===== config.mk =====
export PLATFORM = sky130hd
export DESIGN_NAME = gate_scan_seq
export DESIGN_NICKNAME = d
export VERILOG_FILES = /design/src/rtl/gs_pkg.sv /design/src/rtl/gs_start_detect.sv /design/src/rtl/gs_slot_counter.sv /design/src/rtl/gs_row_decoder.sv /design/src/rtl/gate_scan_seq.sv
export SDC_FILE = /design/constraint.sdc
export NUM_CORES = 1
export LEC_CHECK = 0
export BUFFER_PORTS_ARGS = -buffer_cell sky130_fd_sc_hd__buf_2
export CAP_MARGIN = 20
export CORE_ASPECT_RATIO = 0.8
export CORE_MARGIN = 2
export CORE_UTILIZATION = 35
export CTS_CLUSTER_SIZE = 40
export DETAILED_ROUTE_END_ITERATION = 7
export PLACE_DENSITY = 0.63
export SYNTH_ARGS = -nofsm -noshare
export SYNTH_HDL_FRONTEND = slang
export SYNTH_HIERARCHICAL = 1
export SYNTH_SLANG_ARGS = --single-unit

===== constraint.sdc =====
create_clock -name clk -period 7.9 [get_ports clk]
set_input_delay 0.395 -clock clk [delete_from_list [all_inputs] [get_ports clk]]
set_output_delay 0.395 -clock clk [all_outputs]
set_load 0.01 [all_outputs]

===== src/rtl/gs_pkg.sv =====
package gs_pkg;
  typedef enum logic [1:0] {
    SCAN_OFF    = 2'b00,
    SCAN_CONT   = 2'b01,
    SCAN_JUMP   = 2'b10,
    SCAN_SINGLE = 2'b11
  } scan_mode_e;

  // First place in the chain when the enable pin matches the direction pin.
  function automatic logic chain_first(input logic dir, input logic en);
    return dir == en;
  endfunction
endpackage


===== src/rtl/gs_start_detect.sv =====
module gs_start_detect (
  input  logic clk,
  input  logic rst,
  input  logic spv_n,
  output logic start_o
);
  logic spv_q;

  always_ff @(posedge clk) begin
    if (rst) spv_q <= 1'b1;
    else     spv_q <= spv_n;
  end

  // Low sample now, high sample at the previous edge.
  assign start_o = spv_q & ~spv_n;
endmodule


===== src/rtl/gs_slot_counter.sv =====
module gs_slot_counter #(
  parameter int ROWS = 240,
  localparam int LAST = 2 * ROWS + 1,
  localparam int SW = $clog2(LAST + 1)
) (
  input  logic          clk,
  input  logic          rst,
  input  logic          start_i,
  output logic [SW-1:0] slot_nxt_o,
  output logic          act_nxt_o
);
  localparam logic [SW-1:0] LAST_V = SW'(LAST);

  logic [SW-1:0] slot_q;
  logic          act_q;

  always_comb begin
    slot_nxt_o = slot_q;
    act_nxt_o  = act_q;
    if (start_i) begin
      slot_nxt_o = '0;
      act_nxt_o  = 1'b1;
    end else if (act_q) begin
      if (slot_q == LAST_V) act_nxt_o = 1'b0;
      else                  slot_nxt_o = slot_q + SW'(1);
    end
  end

  always_ff @(posedge clk) begin
    if (rst) begin
      slot_q <= '0;
      act_q  <= 1'b0;
    end else begin
      slot_q <= slot_nxt_o;
      act_q  <= act_nxt_o;
    end
  end

  // a start always lands on slot 0 with the scan active
  a_r11_restart_zero: assert property (@(posedge clk) disable iff (rst)
    start_i |=> (slot_q == '0) && act_q);

  // one slot per clock while scanning
  a_r3_slot_advance: assert property (@(posedge clk) disable iff (rst)
    (act_q && !start_i && slot_q != LAST_V) |=> act_q && (slot_q == $past(slot_q) + SW'(1)));

  // the scan ends after the last slot
  a_r3_scan_ends: assert property (@(posedge clk) disable iff (rst)
    (act_q && !start_i && slot_q == LAST_V) |=> !act_q);

  // only a start wakes an idle counter
  a_r2_idle_hold: assert property (@(posedge clk) disable iff (rst)
    (!act_q && !start_i) |=> !act_q);
endmodule


===== src/rtl/gs_row_decoder.sv =====
module gs_row_decoder #(
  parameter int ROWS = 240,
  parameter int SW = 9
) (
  input  logic          [SW-1:0]   slot_i,
  input  logic                     act_i,
  input  logic                     dir_i,
  input  logic                     first_i,
  input  gs_pkg::scan_mode_e       mode_i,
  output logic          [ROWS-1:0] hit_o
);
  import gs_pkg::*;

  localparam logic [SW-1:0] OFFSET = SW'(ROWS);

  logic [SW-1:0] loc;
  logic          loc_ok;
  logic          cont_en;
  logic          jump_en;

  assign loc_ok  = act_i && (mode_i != SCAN_OFF) && (first_i || slot_i >= OFFSET);
  assign loc     = first_i ? slot_i : slot_i - OFFSET;
  assign cont_en = (mode_i == SCAN_CONT);
  assign jump_en = (mode_i == SCAN_JUMP);

  for (genvar i = 0; i < ROWS; i++) begin : g_row
    localparam logic [SW-1:0] POS_UP = SW'(i);
    localparam logic [SW-1:0] POS_DN = SW'(ROWS - 1 - i);
    logic [SW-1:0] pos;
    assign pos = dir_i ? POS_UP : POS_DN;
    assign hit_o[i] = loc_ok && ((loc == pos)
                              || (cont_en && loc == pos + SW'(1))
                              || (jump_en && loc == pos + SW'(2)));
  end
endmodule


===== src/rtl/gate_scan_seq.sv =====
module gate_scan_seq #(
  parameter int ROWS = 240,
  localparam int SW = $clog2(2 * ROWS + 2)
) (
  input  logic            clk,
  input  logic            rst,
  input  logic            spv_n,
  input  logic            scan_dir,
  input  logic            casc_en,
  input  logic [1:0]      mode_sel,
  output logic [ROWS-1:0] row_out
);
  import gs_pkg::*;

  logic            start;
  logic [SW-1:0]   slot_nxt;
  logic            act_nxt;
  logic [ROWS-1:0] hit;
  scan_mode_e      mode;

  assign mode = scan_mode_e'(mode_sel);

  gs_start_detect u_start (
    .clk     (clk),
    .rst     (rst),
    .spv_n   (spv_n),
    .start_o (start)
  );

  gs_slot_counter #(.ROWS(ROWS)) u_count (
    .clk        (clk),
    .rst        (rst),
    .start_i    (start),
    .slot_nxt_o (slot_nxt),
    .act_nxt_o  (act_nxt)
  );

  gs_row_decoder #(.ROWS(ROWS), .SW(SW)) u_dec (
    .slot_i  (slot_nxt),
    .act_i   (act_nxt),
    .dir_i   (scan_dir),
    .first_i (chain_first(scan_dir, casc_en)),
    .mode_i  (mode),
    .hit_o   (hit)
  );

  always_ff @(posedge clk) begin
    if (rst) row_out <= '0;
    else     row_out <= hit;
  end

  // reset clears the outputs
  a_r1_reset_clear: assert property (@(posedge clk)
    rst |=> row_out == '0);

  // forced-off mode keeps every row low
  a_r10_all_off: assert property (@(posedge clk) disable iff (rst)
    (mode_sel == 2'b00) |=> row_out == '0);

  // single-pulse mode selects at most one row
  a_r7_single_onehot: assert property (@(posedge clk) disable iff (rst)
    (mode_sel == 2'b11) |=> $onehot0(row_out));

  // overlapping mode selects at most two rows
  a_r8_cont_pair: assert property (@(posedge clk) disable iff (rst)
    (mode_sel == 2'b01) |=> $countones(row_out) <= 2);

  // interleaved mode selects at most two rows
  a_r9_jump_pair: assert property (@(posedge clk) disable iff (rst)
    (mode_sel == 2'b10) |=> $countones(row_out) <= 2);
endmodule


* Yosys cells after proc, flatten, opt, wreduce, memory -nomap -nowiden
Index checks and enable logic that the tools add are counted.
** Word-level totals
- Input port bits :: 7
- Logic and storage cells :: 2664
- Memory bits (read-only) :: 0
- Register bits :: 251
- Output and inout port bits :: 240
- Memories :: 0
- Latch bits :: 0
- RAM bits :: 0
** Cells by class
- Add/subtract/negate cells :: 482
- Div/mod/pow operators :: 0
- Bitwise logic cells :: 2
- Reduce and logical (&&, ||, !) cells :: 1204
- Shift-type cells :: 0
- $lt $le $gt $ge :: 1
- $mul :: 0
- Equal/unequal tests :: 724
- Multiplexer cells :: 247
** Operator list (number)
- $eq 9x9->1 :: 720
- $add 9x1->9 const B :: 241
- $add 9x2->9 const B :: 240
- $mux 8 :: 224
- $logic_and 1x1->1 :: 722
- $logic_or 1x1->1 :: 481
- $mux 4 :: 16
- $mux 9 :: 4
- $eq 9x9->1 const B :: 1
- $ge 9x8->1 const B :: 1
- $sub 9x8->9 const B :: 1
- $mux 1 :: 3
- $eq 2x1->1 const B :: 1
- $eq 2x2->1 const B :: 1
- $reduce_bool 2->1 :: 1
- $and 1x1->1 :: 1
- $eq 1x1->1 :: 1
- $not 1->1 :: 1

* Longest topological paths before layout
- Depth in word-level cells :: 11
- Depth in mapped cells :: 14
- Gate-level depth less buffers :: 11

* By module
Netlist, hierarchy kept.
** By module, submodules not included
- gate_scan_seq :: cells each 507, times used 1, sequential area each 4804.6 µm², area each 6439.9 µm²
- gs_row_decoder :: cells each 564, times used 1, sequential area each 0.0 µm², area each 3129.3 µm²
- gs_slot_counter :: cells each 74, times used 1, sequential area each 200.2 µm², area each 614.3 µm²
- gs_start_detect :: cells each 3, times used 1, sequential area each 20.0 µm², area each 35.0 µm²

* Worst setup path before layout
OpenSTA, ideal clock, no wires.
- Path type :: register to register
- Start point :: register u_count.slot_q[0]
- End point :: register row_out[112]
- Required time :: 7782 ps
- Setup time :: 118 ps
- Data arrival time :: 2927 ps
- Stages on the path, launching flop included :: 13
- Clock period less this slack :: 3044 ps
- Path buffers :: 1
- Slack :: 4856 ps
- Path through :: dfxtp_1 -> ha_1 -> nand4_1 -> xor2_1 -> nor2_1 -> ha_1 -> nor2b_1 -> mux4_2 -> buf_2 -> and3_1 -> a32oi_1 -> nor2_1 -> nor2b_1
** On the way
- Word-level cells in the longest chain between the ends :: 11
- Elaborated cells on any way between the ends :: 22
- Classes of those cells :: 2 x add/sub; 1 x order compare; 4 x eq/ne; 7 x mux; 8 x reduce/logical
** RTL lines
- from (decl) :: RTL line gs_slot_counter.sv:14 : logic [SW-1:0] slot_q;
- from (signal assigned) :: RTL line gs_slot_counter.sv:34 : slot_q <= slot_nxt_o;
- $add 9x1->9 / $eq 9x9->1 (equally long branches) :: RTL line gs_slot_counter.sv:25, gs_slot_counter.sv:24
- $mux 9 (*) :: RTL line gs_slot_counter.sv:24 : if (slot_q == LAST_V) act_nxt_o = 1'b0;
- $mux 9 (*) :: RTL line gs_slot_counter.sv:23 : end else if (act_q) begin
- $mux 9 (*) :: RTL line gs_slot_counter.sv:20 : if (start_i) begin
- named net slot_nxt[4] :: RTL line gate_scan_seq.sv:16 : logic [SW-1:0] slot_nxt;
- $sub 9x8->9 :: RTL line gs_row_decoder.sv:22 : assign loc = first_i ? slot_i : slot_i - OFFSET;
- $mux 9 :: RTL line gs_row_decoder.sv:22
- $eq 9x9->1 :: RTL line gs_row_decoder.sv:32 : || (cont_en && loc == pos + SW'(1))
- $logic_and 1x1->1 :: RTL line gs_row_decoder.sv:32
- $logic_or 1x1->1 :: RTL line gs_row_decoder.sv:32
- $logic_or 1x1->1 :: RTL line gs_row_decoder.sv:33 : || (jump_en && loc == pos + SW'(2)));
- $logic_and 1x1->1 (*) :: RTL line gs_row_decoder.sv:31 : assign hit_o[i] = loc_ok && ((loc == pos)
- named net hit[112] :: RTL line gate_scan_seq.sv:18 : logic [ROWS-1:0] hit;
- to (signal assigned) :: RTL line gate_scan_seq.sv:49 : else row_out <= hit;
- to (decl) :: RTL line gate_scan_seq.sv:11 : output logic [ROWS-1:0] row_out
The timed path passes the listed nets; every way through them passes the cells marked *.
A chain may end at the register's enable or synchronous reset.

* Worst setup path in the final report
- Start point :: register u_count.act_q
- End point :: register row_out[48]
** On the way
- Word-level cells in the longest chain between the ends :: 9
- Elaborated cells on any way between the ends :: 18
- Classes of those cells :: 1 x add/sub; 1 x order compare; 3 x eq/ne; 5 x mux; 8 x reduce/logical
** RTL lines
- from (decl) :: RTL line gs_slot_counter.sv:15 : logic act_q;
- from (signal assigned) :: RTL line gs_slot_counter.sv:35 : act_q <= act_nxt_o;
- $mux 9 (*) :: RTL line gs_slot_counter.sv:23
- $mux 9 (*) :: RTL line gs_slot_counter.sv:20
- named net slot_nxt[5] :: RTL line gate_scan_seq.sv:16
- $sub 9x8->9 :: RTL line gs_row_decoder.sv:22
- $mux 9 :: RTL line gs_row_decoder.sv:22
- $eq 9x9->1 :: RTL line gs_row_decoder.sv:32
- $logic_and 1x1->1 :: RTL line gs_row_decoder.sv:32
- $logic_or 1x1->1 :: RTL line gs_row_decoder.sv:32
- $logic_or 1x1->1 :: RTL line gs_row_decoder.sv:33
- $logic_and 1x1->1 (*) :: RTL line gs_row_decoder.sv:31
- named net hit[48] :: RTL line gate_scan_seq.sv:18
Marks and branches as above.

==> out/qor.yml <==
clocking:
  cts_made_buffers: 25
  tritoncts: "built"
  cts-hold-fix-buffers: 0
  post_cts_resize_count: 0
  clock_path_buffers: 3
  clk-insertion-delay-late_ps: 520
  clkSinkCount: 251
  cts-root-buf: "sky130_fd_sc_hd__clkbuf_16"
  post_cts_setup_buffer_count: 0
  clk_pin_slew_worst_paths_ps: 60
  clock_tree.htree_level_count: 1
timing:
  finalClockSkew_ps: 8.80
  timing.fmax_mhz: 224
  hold_violations: 0
  final_max_slew_viol_count: 0
  worst_slew_pin_slew_ps: 1110
  fraction_of_the_cycle_the_final_worst_path_needs: 0.565
  rsz0062_at_grt: "false"
  final_total_negative_setup_slack_ps: 0
  relSlewSlack: 0.259
  fin_crit_ps: 4470
  final_setup_violation_count: 0
synthesis:
  synthesis.yosys.warnings: 6
  yosys_register_bits: 251
  synth.yosys.seq_area_share: 0.492
  number_of_synthesized_flops_with_an_enable_pin: 0
  syn-cell-area_um2: 10200
  synth.net_count: 1158
  syn_area_per_cell_um2: 8.90
  synth_top_area_share: 0.492
  netlist_instances: 1148
  dominant_synthesized_flop_cell: "sky130_fd_sc_hd__dfxtp_1"
  ys_async_sr_fraction: 0
  synth_largest_area_cell: "sky130_fd_sc_hd__dfxtp_1"
  netlist_top_cells_area: "sky130_fd_sc_hd__dfxtp_1 (49%), sky130_fd_sc_hd__nor2b_1 (15%), sky130_fd_sc_hd__nor2_1 (8.6%), sky130_fd_sc_hd__nand2_1 (2.6%), sky130_fd_sc_hd__buf_2 (2.6%)"
  post_synth_most_frequent_cells: "sky130_fd_sc_hd__dfxtp_1 (251), sky130_fd_sc_hd__nor2b_1 (251), sky130_fd_sc_hd__nor2_1 (235)"
  post_synthesis_cell_type_count: 67
route:
  detail-route-antenna-nets: 0
  drc: 0
  routed_wirelength_um: 30100
  routed_via_density: 4.89
  route.vias.total: 8467
  initialDrtViolationCount: 560
  routedWlPerCell_um: 17.4
  drt-pass1-iter-count: 5
setup_path:
  critical_path.most_common_cell: "sky130_fd_sc_hd__nand3_1"
  worstSetupEndpointType: "register"
  crit_chain: "nand3_1 > or3_2 > a21oi_1 > ha_1 > a31oi_1 > xnor2_1 > and3_1 > nand3_1 > o22ai_1 > nor2b_1"
  path_class: "register to register"
  crit_fanout: 19
  critical_path_arrival_ps: 4920
  crit_required_ps: 8350
  crit_slowest_cell: "sky130_fd_sc_hd__a21oi_1"
  slowest_delay_ps: 810
  sort_of_element_at_the_start_of_the_critical_path: "register"
floorplanning:
  rows: 55
  chipHeight_um: 157
  initial_core_util: 0.359
  die-width_um: 195
  die-area_um2: 30600
  io_pins: 247
  coreArea_um2: 28500
final_layout:
  area_growth_syn_to_layout_pct: 20.9
  insertedDiodeCount: 0
  finalNetCount: 1356
  drive_above_1_share: 0.248
  fillers: 2815
job:
  timing.max_cap.violations: 0
global_routing:
  track_usage: 0.188
  grt_start_max_net_pins: 88
  grt_pass1_vias: 7786
  grt_remaining_overflow: 0
  global_route.usage.met2: 0.294
  grt_use_met1: 0.254
  grt_pass1_wl_um: 45200
  grt.busiest_layer: "met2"
  antenna_violations_before_repair: 0
  gr-usage-met3: 0.0599
min_path:
  hold_class: "input pin to register"
pwr:
  power.density_nw_per_um2: 211
  design_power_mw: 2.61
  vdd_drop_max_mv: 0.147
  total_leakage_power_nw: 5.16
placed_design:
  hpwl_um: 20800
  io_buffer_count: 246
  place_congestion: 0.905
run_status:
  run_status: "finished clean"
flip-flops by register name (all words and copies together), names as in the netlist:
signal and cells:
u_count/act_q 1, u_start/spv_q 1, u_count/slot_q 9, row_out 240
area by class of cell:
cell class                      count  area (um2)  share of cell area
Sequential cell                   251        5020               0.407
Clock inverter                      5         103             0.00831
Tap cell                          370         463              0.0375
Timing Repair Buffer              259        1350               0.109
Clock buffer                       36         707              0.0572
Inverter                            3        11.3            0.000912
Multi-Input combinational cell    806        4690               0.380
cell families after synthesis:
kind of cell,after synthesis,share of synthesized area
and+or+nand+nor,653,0.331
xor gates and xnor gates,17,0.0186
buffers and inverters,91,0.0546
adders and majority gates,3,0.00367
muxes,10,0.0173
AOI/OAI and AO/OA,123,0.0828
DFF,251,0.492
cells in the final DEF, fill, tap and decap left out, types with 3 or more instances in the layout:
| master | netlist | layout |
|---|---|---|
| sky130_fd_sc_hd__nor2b_1 | 251 | 251 |
| sky130_fd_sc_hd__dfxtp_1 | 251 | 251 |
| sky130_fd_sc_hd__buf_2 | 53 | 245 |
| sky130_fd_sc_hd__nor2_1 | 235 | 234 |
| sky130_fd_sc_hd__nand2_1 | 71 | 71 |
| sky130_fd_sc_hd__o22ai_1 | 32 | 32 |
| sky130_fd_sc_hd__clkbuf_16 | 0 | 25 |
| sky130_fd_sc_hd__a21oi_1 | 26 | 25 |
| sky130_fd_sc_hd__nor3_1 | 26 | 25 |
| sky130_fd_sc_hd__a22oi_1 | 21 | 21 |
| sky130_fd_sc_hd__nand3_1 | 12 | 12 |
| sky130_fd_sc_hd__a32oi_1 | 12 | 12 |
| sky130_fd_sc_hd__buf_4 | 11 | 11 |
| sky130_fd_sc_hd__xor2_1 | 8 | 8 |
| sky130_fd_sc_hd__nand2b_1 | 8 | 8 |
| sky130_fd_sc_hd__clkbuf_1 | 10 | 7 |
| sky130_fd_sc_hd__nor3_4 | 1 | 7 |
| sky130_fd_sc_hd__mux4_2 | 6 | 6 |
| sky130_fd_sc_hd__xnor2_1 | 5 | 5 |
| sky130_fd_sc_hd__or3_1 | 5 | 5 |
| sky130_fd_sc_hd__a31oi_1 | 5 | 5 |
| sky130_fd_sc_hd__clkbuf_8 | 0 | 4 |
| sky130_fd_sc_hd__o21ai_0 | 4 | 4 |
| sky130_fd_sc_hd__a21oi_2 | 3 | 4 |
| sky130_fd_sc_hd__bufinv_16 | 0 | 3 |
| sky130_fd_sc_hd__o31ai_1 | 3 | 3 |
| sky130_fd_sc_hd__nand4_1 | 3 | 3 |
| sky130_fd_sc_hd__a211oi_1 | 3 | 3 |
| sky130_fd_sc_hd__mux2i_1 | 3 | 3 |
| sky130_fd_sc_hd__ha_1 | 3 | 3 |
| sky130_fd_sc_hd__nand3b_1 | 3 | 3 |
| sky130_fd_sc_hd__and3b_1 | 3 | 3 |
| sky130_fd_sc_hd__o21ai_1 | 3 | 3 |
| sky130_fd_sc_hd__or2_1 | 3 | 3 |
| sky130_fd_sc_hd__and3_1 | 3 | 3 |
| sky130_fd_sc_hd__nor2_2 | 2 | 3 |
worst paths after layout:
kind	from	end	slack, ps	depth (start not counted)
hold / removal	spv_n	u_start/spv_q	60	2
hold reg to reg	u_count/slot_q[8]	u_count/slot_q[8]	510	2
setup / recovery	u_count/act_q	row_out[48]	3430	10
setup reg to reg	u_count/act_q	row_out[48]	3430	10
critical path: cells and delay by family, from the launching register on:
family                     cells  cell delay [ps]
DFF                            1              460
adders and majority gates      1              350
and+or+nand+nor                5             2060
xor gates and xnor gates       1              250
AOI/OAI and AO/OA              3             1270
per-layer routing:
metal | routed length (um) | share of wire | vias to the layer above
li1 | - | - | 4126
met1 | 13700 | 0.45 | 3949
met2 | 13000 | 0.43 | 345
met3 | 2860 | 0.095 | 47
met4 | 591 | 0.020 | 0
met5 | 0 | 0 | -
where the power goes:
part	total [mW]	leakage (nW)	switching [mW]	internal (mW)
registers	1.27	2.02	0.00218	1.27
logic	0.149	2.75	0.111	0.0380
clock network	1.19	0.392	0.473	0.713
total	2.61	5.16	0.587	2.02
metrics by stage:
stage                      util  setup slack [ps]  cells  hold WS, ps  area (um2)
after floorplan               -              4860   1148          460       10200
after global placement    0.404              3500   1685          491       11500
after detailed placement  0.404              3330   1686          502       11500
after CTS                 0.432              3310   1727         44.0       12300
after global routing      0.434              2990   1730         65.7       12400
final                     0.434              3430   1730         62.5       12400
Note: power is estimated with default switching activity, not from simulation.
